File: config.mk
export PLATFORM = sky130hd
export DESIGN_NAME = irq_sample_ctrl
export DESIGN_NICKNAME = d
export VERILOG_FILES = /design/src/rtl/irq_sample_ctrl.sv
export SDC_FILE = /design/constraint.sdc
export NUM_CORES = 1
export LEC_CHECK = 0
export BUFFER_PORTS_ARGS = -buffer_cell sky130_fd_sc_hd__buf_2
export CORE_MARGIN = 3
export CORE_UTILIZATION = 58
export CTS_BUF_LIST = sky130_fd_sc_hd__clkbuf_16
export CTS_CLUSTER_DIAMETER = 80
export DETAILED_ROUTE_END_ITERATION = 7
export HOLD_SLACK_MARGIN = 0.03
export PLACE_DENSITY_LB_ADDON = 0.08
export SETUP_SLACK_MARGIN = 0.05
export SLEW_MARGIN = 20
export SYNTH_ARGS = -nofsm -noshare
export SYNTH_HDL_FRONTEND = slang
export SYNTH_SLANG_ARGS = --single-unit
File: constraint.sdc
create_clock -name clk -period 4 [get_ports clk]
set_clock_uncertainty 0.05 [all_clocks]
set_input_delay 0.2 -clock clk [delete_from_list [all_inputs] [get_ports clk]]
set_output_delay 0.2 -clock clk [all_outputs]
set_load 0.1 [all_outputs]
File: src/rtl/irq_sample_ctrl.sv
module irq_sample_ctrl #(
  parameter int NSRC       = 6,
  parameter int SAMPLE_DIV = 3,
  localparam int IW = $clog2(NSRC),
  localparam int CW = (SAMPLE_DIV > 1) ? $clog2(SAMPLE_DIV) : 1
) (
  input  logic            clk,
  input  logic            rst_n,
  input  logic [NSRC-1:0] req_in,
  input  logic            ack,
  input  logic            wr_en,
  input  logic [1:0]      addr,
  input  logic [7:0]      wdata,
  output logic [7:0]      rdata,
  output logic            irq_out,
  output logic [IW-1:0]   win_idx,
  output logic            win_valid
);
  logic [NSRC-1:0] lat_q, pend_q, mask_q, pend_d, pend_clr, act;
  logic [IW-1:0]   prio_q, rot;
  logic            gen_q, strobe, done, pend_wr;
  logic [1:0]      seq_q;
  logic [CW-1:0]   cnt_q;

  assign strobe  = (cnt_q == CW'(SAMPLE_DIV - 1));
  assign done    = (seq_q == 2'd3);
  assign pend_wr = wr_en && (addr == 2'd2);
  assign act     = pend_q & mask_q;
  assign rot     = (int'(prio_q) < NSRC) ? prio_q : '0;

  always_comb begin
    win_valid = 1'b0;
    win_idx   = '0;
    for (int r = NSRC - 1; r >= 0; r--) begin
      int k;
      k = int'(rot) + r;
      if (k >= NSRC) k = k - NSRC;
      if (act[k]) begin
        win_valid = 1'b1;
        win_idx   = IW'(k);
      end
    end
  end

  assign irq_out  = gen_q && done && win_valid;
  assign pend_clr = (ack && irq_out) ? (NSRC'(1) << win_idx) : '0;
  assign pend_d   = pend_wr ? wdata[NSRC-1:0]
                  : ((pend_q & ~pend_clr) | (strobe ? lat_q : '0));

  always_comb begin
    case (addr)
      2'd0:    rdata = 8'(prio_q);
      2'd1:    rdata = 8'(mask_q) | {gen_q, 7'b0};
      2'd2:    rdata = 8'(pend_q);
      default: rdata = 8'h00;
    endcase
  end

  always_ff @(posedge clk) begin
    if (!rst_n) begin
      cnt_q  <= '0;
      lat_q  <= '0;
      pend_q <= '0;
      mask_q <= '0;
      gen_q  <= 1'b0;
      prio_q <= '0;
      seq_q  <= 2'd0;
    end else begin
      cnt_q  <= strobe ? '0 : cnt_q + 1'b1;
      lat_q  <= strobe ? req_in : (lat_q | req_in);
      pend_q <= pend_d;
      if (wr_en) begin
        case (addr)
          2'd0: begin
            prio_q <= wdata[IW-1:0];
            seq_q  <= done ? 2'd3 : 2'd1;
          end
          2'd1: begin
            mask_q <= wdata[NSRC-1:0];
            gen_q  <= wdata[7];
            seq_q  <= done ? 2'd3 : ((seq_q == 2'd1) ? 2'd2 : 2'd0);
          end
          2'd2: seq_q <= done ? 2'd3 : ((seq_q == 2'd2) ? 2'd3 : 2'd0);
          default: ;
        endcase
      end
    end
  end
endmodule


==> metrics.md, run 1 <==
| Metric | Value |
|---|---|
| Critical Path Slowest Stage Cell | `dfxtp_1` |
| Slew headroom | `60.8%` |
| H-tree depth | `1` |
| Fin nets | `330` |
| Final setup violation count | `0` |
| Crit-path leading delay family | `compound AO/OA/AOI/OAI gates` |
| Largest family of logic cells by synthesized area | `compound AO/OA/AOI/OAI gates` |
| Status | `finished, final reports clean` |
| Total number of vias | `2,090` |
| Synth cell types | `62` |
| Switch share | `28.9%` |
| Mapped cell area | `0.00228 mm2` |
| Crit start category | `flip-flop` |
| Clock slew at reported path FFs | `70 ps` |
| Share of layout cells above drive strength 1 | `20.4%` |
| GPL Wtd Cong | `0.940` |
| CP max stage delay | `510 ps` |
| Final ANT Viol Nets | `0` |
| CORE AREA | `0.00372 mm2` |
| Worst Hold Depth | `2` |
| Part of the power in registers | `38.8%` |
| DR iter-0 viols | `245` |
| Worst Path Arrival | `3400 ps` |
| Via density | `6.02` |
| # Post-CTS Setup Buffers | `0` |
| Syn nets | `313` |
| Io pins | `33` |
| Num CTS Buffers | `3` |
| Synth Flop Type | `dfxtp_1` |
| Int Pwr | `534 uW` |
| Max-cap violations | `0` |
| Mux cell area share after synthesis | `7.13%` |
| Pre-CTS setup slack | `370 ps` |
| Area of the multi-input gates | `0.00161 mm2` |
| Clock sinks | `26` |
| Critical-path cell list | `ha_1, nand3b_1, o21ai_1, a221oi_2, mux2i_1, nor2b_4, nand2_1, o21ai_1, mux2i_4, inv_2, buf_2` |
| Worst-Skew Late Latency | `260 ps` |
| Worst setup margin | `354 ps` |
| Syn-to-layout area delta | `9.54%` |
| Synth Area in Compound Gates | `27.8%` |
| FF-to-FF path depth | `10` |
| Max Root-Sink Buffers | `2` |
| Post-synthesis simple-gate area fraction | `26.4%` |
| Critical path required time | `3750 ps` |
| FMAX | `0.274 GHz` |
| Async SR Flop Fraction | `0%` |
| Final period utilization | `91.2%` |
| P_leak | `0.00103 uW` |
| Critical path fanouts, max | `8` |
| Combinational Power Share | `22.4%` |
| Peak supply drop | `0.000285 V` |
| Final hold vios | `0` |
| DIE AREA | `0.00472 mm2` |
| DR DRC count | `0` |
| Initial Utilization | `61.4%` |
| Adder-Cell Fraction of Synth Area | `5.98%` |
| Antenna violations before repair | `0` |
| DIE WIDTH | `68.7 um` |
| Total gr overflow | `0` |
| Die Ht | `68.7 um` |
| WP depth | `11` |
| Crit end category | `output port` |
| Crit path top cell by count | `o21ai_1` |
| Antenna cells | `0` |
| Post-synth top area cell | `dfxtp_1` |
| Psw | `218 uW` |
| Final setup TNS | `0 ps` |
| Routed wire length | `5.18 mm` |
| RSZ-0062 raised after global routing | `false` |
| Top cell type's share of synthesized area | `22.8%` |
| Clock share of power | `38.8%` |
| Pin count of the biggest net entering global routing | `26` |
| Crit path kind | `flip-flop to output port` |
| Port Buffers | `30` |
| WP buf/inv | `2` |
| Std cell rows | `22` |
| Fin crit period | `3650 ps` |
| Number of synthesized flops with an enable pin | `0` |
| Post-synthesis sequential area ratio | `22.8%` |
| Top post-synthesis cells by area | `dfxtp_1 23%, nand2_1 7.6%, ha_1 5.5%` |
| Syn avg cell area | `8.06 um2` |
| Register bit total from synthesis | `26` |
| Drt pass-1 iters | `5` |
| PwrDens | `301 mW/mm2` |
| Vias in the first global route | `1,906` |
| Routed wire per std cell | `14.9 um` |
| Ys Warns | `0` |
| Post-Synth XOR/XNOR Area | `2.69%` |
| Worst-Margin Slew | `588 ps` |
| First-pass GRT wire length | `8.64 mm` |
| Hold Crit Class | `primary input to flip-flop` |
| FILL cells | `328` |
| GR Util All Layers | `23.7%` |
| Post-synthesis cell count | `283` |
| Root Driver | `clkbuf_16` |
| Count of pins over their slew limit | `0` |
| CTS tree | `yes` |
| Final HPWL DP | `3.84 mm` |
| Sequential cell area | `522 um2` |
-- placed cells by master (no fill, tap or decap), types with 2 or more instances in the layout --
cell type,instances
a21boi_0,10
a21oi_1,10
a221oi_2,2
a222oi_1,3
a22oi_1,4
a31oi_1,8
and2_1,4
buf_2,30
clkbuf_16,3
dfxtp_1,25
ha_1,8
ha_2,2
inv_1,12
mux2_2,2
mux2i_1,5
mux2i_4,4
nand2_1,46
nand2b_1,2
nand3_1,17
nand4_1,2
nor2_1,22
nor2b_1,12
nor2b_4,2
nor3_1,3
o211ai_1,4
o21a_1,9
o21ai_0,3
o21ai_1,2
o221ai_1,6
o31ai_1,2
o32ai_1,2
xnor2_1,2
-- worst paths after layout --
check                           startpoint  slack (ps)          to
worst max register to register   prio_q[2]         860   pend_q[2]
worst min-delay path             req_in[2]          90    lat_q[2]
worst max-delay path             prio_q[2]         350  win_idx[0]
worst min register to register    cnt_q[0]         370    cnt_q[0]
-- layer usage --
layer | vias up | GRT usage, % | wire length [um] | share of wire [%]
met4 | 0 | 0.973 | 0 | 0
met3 | 0 | 4.05 | 362 | 7.0
met1 | 974 | 33.8 | 2470 | 48
met5 | - | 0 | 0 | 0
met2 | 70 | 39.3 | 2340 | 45
li1 | 1046 | - | - | -
-- cells in the mapped netlist, types with 2 or more instances --
cell and count:
nand4_1 2, a21boi_0 10, mux2i_4 4, mux2_2 2
a222oi_1 3, a221oi_2 2, o21ai_0 3, buf_2 4
o21ai_1 2, mux2i_1 5, o211ai_1 4, nand3_1 17
a21oi_1 10, nor2_1 22, o31ai_1 2, a31oi_1 8
nand2_1 46, nor3_1 3, o221ai_1 6, and2_1 4
clkbuf_1 11, o21a_1 9, dfxtp_1 26, inv_1 12
nor2b_1 12, nor2b_4 2, xnor2_1 2, o32ai_1 2
a22oi_1 4, ha_1 10, buf_4 2, nand2b_1 2
-- repair_timing --
item                                    in CTS  in global routing
endpoints found under the hold margin        0                  0
hold buffers                                 0                  0
gates resized for setup                      0                  3
endpoints found under the setup margin       0                  3
-- cells by family (layout without fill, tap and decap cells) --
kind of cell    after synthesis  in the layout
compound gates               79             79
mux                          11             11
xor+xnor                      4              4
other cells                   1              1
buf+inv                      32             48
simple gates                119            119
flops                        26             26
fa+ha+maj                    11             11
-- area by class of cell --
class / instances / share of cell area [%]
sequential: 26 / 20.9
inverter: 13 / 1.95
tap: 48 / 2.40
timing repair buffer: 31 / 6.31
multi-input combinational: 225 / 64.3
clock inverter: 1 / 1.20
clock buffer: 3 / 3.00
-- registers in the layout (all words and copies together) (netlist names) --
name    flops
gen_q       1
mask_q      6
prio_q      3
cnt_q       2
seq_q       2
lat_q       6
pend_q      6
-- stage by stage --
stage / utilization, % / hold slack, ps / total power (uW) / instance area (um2) / std cells
after floorplan: - / 274 / 430 / 2280 / 283
after CTS: 67.1 / 92.6 / 753 / 2490 / 347
after global routing: 67.3 / 100 / 784 / 2500 / 347
after detailed placement: 64.3 / 354 / 463 / 2390 / 343
after global placement: 64.3 / 352 / 461 / 2390 / 343
final: 67.3 / 91.2 / 752 / 2500 / 347
-- worst reg2reg max path: cells and delay by family (launching register included) --
family | cells | cell delay, ps
compound gates | 2 | 310
fa+ha+maj | 2 | 670
simple gates | 5 | 1150
flops | 1 | 410
mux | 1 | 450
-- power groups by stage --
stage / Combinational [uW] / Clock (uW) / Sequential, uW
2_1_floorplan: 138 / 0 / 292
3_3_place_gp: 164 / 0 / 297
3_5_place_dp: 167 / 0 / 297
4_1_cts: 168 / 294 / 291
5_1_grt: 185 / 305 / 294
6_report: 169 / 292 / 291
Power figures use the tool's default switching activity.
==> inputs of run 2 (changes only) <==
--- a/config.mk
+++ b/config.mk
@@ -5,7 +5,7 @@
 export SDC_FILE = /design/constraint.sdc
 export NUM_CORES = 1
 export LEC_CHECK = 0
-export BUFFER_PORTS_ARGS = -buffer_cell sky130_fd_sc_hd__buf_2
+export BUFFER_PORTS_ARGS = -buffer_cell sky130_fd_sc_hd__buf_4
 export CORE_MARGIN = 3
 export CORE_UTILIZATION = 58
 export CTS_BUF_LIST = sky130_fd_sc_hd__clkbuf_16
==> metrics.md, run 2 (same netlist as run 1, synthesis figures left out) <==
| Metric | Value |
|---|---|
| Die Ht | `68.7 um` |
| Final hold vios | `0` |
| Met3 routed WL | `210 um` |
| Hold Crit Class | `primary input to flip-flop` |
| Syn-to-layout area delta | `12.4%` |
| Root Driver | `clkbuf_16` |
| Switch share | `28.6%` |
| Final setup TNS | `0 ps` |
| Clock sinks | `26` |
| Fin nets | `329` |
| Crit start category | `flip-flop` |
| Worst Hold Depth | `2` |
| H-tree depth | `1` |
| Drt pass-1 iters | `4` |
| Part of the power in registers | `38.5%` |
| Max Root-Sink Buffers | `2` |
| Count of pins over their slew limit | `0` |
| Slew headroom | `55.3%` |
| PwrDens | `296 mW/mm2` |
| Fin crit period | `3670 ps` |
| GR Util All Layers | `23.6%` |
| Share of layout cells above drive strength 1 | `19.8%` |
| Port Buffers | `30` |
| Final hold slack | `92.2 ps` |
| Crit end category | `output port` |
| Peak supply drop | `0.000251 V` |
| R2R Path Start | `prio_q[2]` |
| P_leak | `0.00104 uW` |
| CTS tree | `yes` |
| Clock slew at reported path FFs | `70 ps` |
| DR DRC count | `0` |
| Clock share of power | `38.5%` |
| Final HPWL DP | `3.89 mm` |
| Max layer used | `met4` |
| Int Pwr | `541 uW` |
| Sequential cell area | `522 um2` |
| Total number of vias | `2,069` |
| DIE WIDTH | `68.7 um` |
| Combinational Power Share | `23.1%` |
| Psw | `217 uW` |
| R2r setup slk | `680 ps` |
| Met1 WL | `2.59 mm` |
| Final ANT Viol Nets | `0` |
| RSZ-0062 raised after global routing | `false` |
| Final setup violation count | `0` |
| Vias in the first global route | `1,809` |
| Commonest cells after routing, fill and taps aside | `46 x nand2_1, 30 x buf_4, 25 x dfxtp_1, 22 x nor2_1, 17 x nand3_1` |
| DIE AREA | `0.00472 mm2` |
| Antenna cells | `0` |
| Routed wire length | `5.19 mm` |
| Via density | `5.98` |
| Reg2reg end | `pend_q[3]` |
| DR iter-0 viols | `177` |
| FMAX | `0.272 GHz` |
| Regs by FF count | `lat_q x6, mask_q x6, pend_q x6` |
| Critical path fanouts, max | `9` |
| Met2 routed WL | `2.37 mm` |
| Area of the multi-input gates | `0.00160 mm2` |
| Max-cap violations | `0` |
| Worst-Skew Late Latency | `260 ps` |
| Critical path required time | `3750 ps` |
| Crit path kind | `flip-flop to output port` |
| Std cell rows | `22` |
| Num CTS Buffers | `3` |
| Total gr overflow | `0` |
| Hold path endpoint | `lat_q[2]` |
| Initial Utilization | `61.4%` |
| FF-to-FF path depth | `10` |
| Routed wire per std cell | `15.0 um` |
| Antenna violations before repair | `0` |
| Pin count of the biggest net entering global routing | `26` |
| Worst-Margin Slew | `669 ps` |
| Hold_sp | `req_in[2]` |
| Status | `finished, final reports clean` |
| GPL Wtd Cong | `0.935` |
| CORE AREA | `0.00372 mm2` |
| Worst Path Arrival | `3420 ps` |
| Final period utilization | `91.7%` |
| FILL cells | `336` |
| Io pins | `33` |
| Commonest non-fill, non-tap cell in the layout | `nand2_1` |
| First-pass GRT wire length | `8.47 mm` |
[run 2: changes by cell type in the layout (fill, tap and decap cells not counted)]
cell   change
ha_1       +1
buf_2     -30
ha_2       -1
buf_4     +29
[run 2: worst max-delay path: stages (launching register included)]
cell and delay, ps:
dfxtp_1 510, inv_1 140, ha_1 380, nand2b_1 250
nor2b_1 160, a221oi_2 350, mux2i_1 290, nor2b_4 240
nand2_1 90, o21ai_1 210, mux2i_4 120, inv_2 120
buf_4 290
[run 2: worst max path at each step]
| stage | startpoint | to | slack (ps) |
|---|---|---|---|
| after floorplan | prio_q[2] | irq_out | 400 |
| after global placement | prio_q[1] | win_idx[0] | 570 |
| after detailed placement | prio_q[1] | win_idx[0] | 480 |
| after CTS | prio_q[1] | win_idx[0] | 190 |
| after global routing | prio_q[2] | win_idx[0] | 120 |
| final | prio_q[2] | win_idx[0] | 330 |
[run 2: area by class of cell]
type | instances | share of cell area [%]
timing repair buffer | 30 | 8.78
multi-input combinational | 225 | 62.5
sequential | 26 | 20.3
tap | 48 | 2.34
clock buffer | 3 | 2.93
inverter | 13 | 1.90
clock inverter | 1 | 1.17
[run 2: power groups by stage]
stage	combinational (uW)	sequential [uW]	clock, uW
final	175	292	291
after global routing	192	294	306
after CTS	175	291	294
after floorplan	138	292	0
after detailed placement	173	297	0
after global placement	171	297	0
[run 2: through the flow]
stage / cells / total power, uW / setup slack [ps] / util [%] / area (um2)
floorplan: 283 / 430 / 402 / - / 2280
global placement: 342 / 468 / 573 / 66.1 / 2460
detailed placement: 342 / 470 / 484 / 66.1 / 2460
CTS: 346 / 760 / 194 / 68.9 / 2560
global route: 346 / 792 / 122 / 69.0 / 2560
finish: 346 / 758 / 330 / 69.0 / 2560
[run 2: metal layers]
metal / up-vias / GRT usage (%)
met5: - / 0
met4: 0 / 3.65
met3: 5 / 4.05
met2: 38 / 37.3
met1: 978 / 34.1
li1: 1048 / -
[run 2: repair_timing]
item                                    4_1_cts  5_1_grt
hold buffers                                  0        0
resized for setup                             0        2
buffers inserted                              0        0
endpoints found under the setup margin        0        1
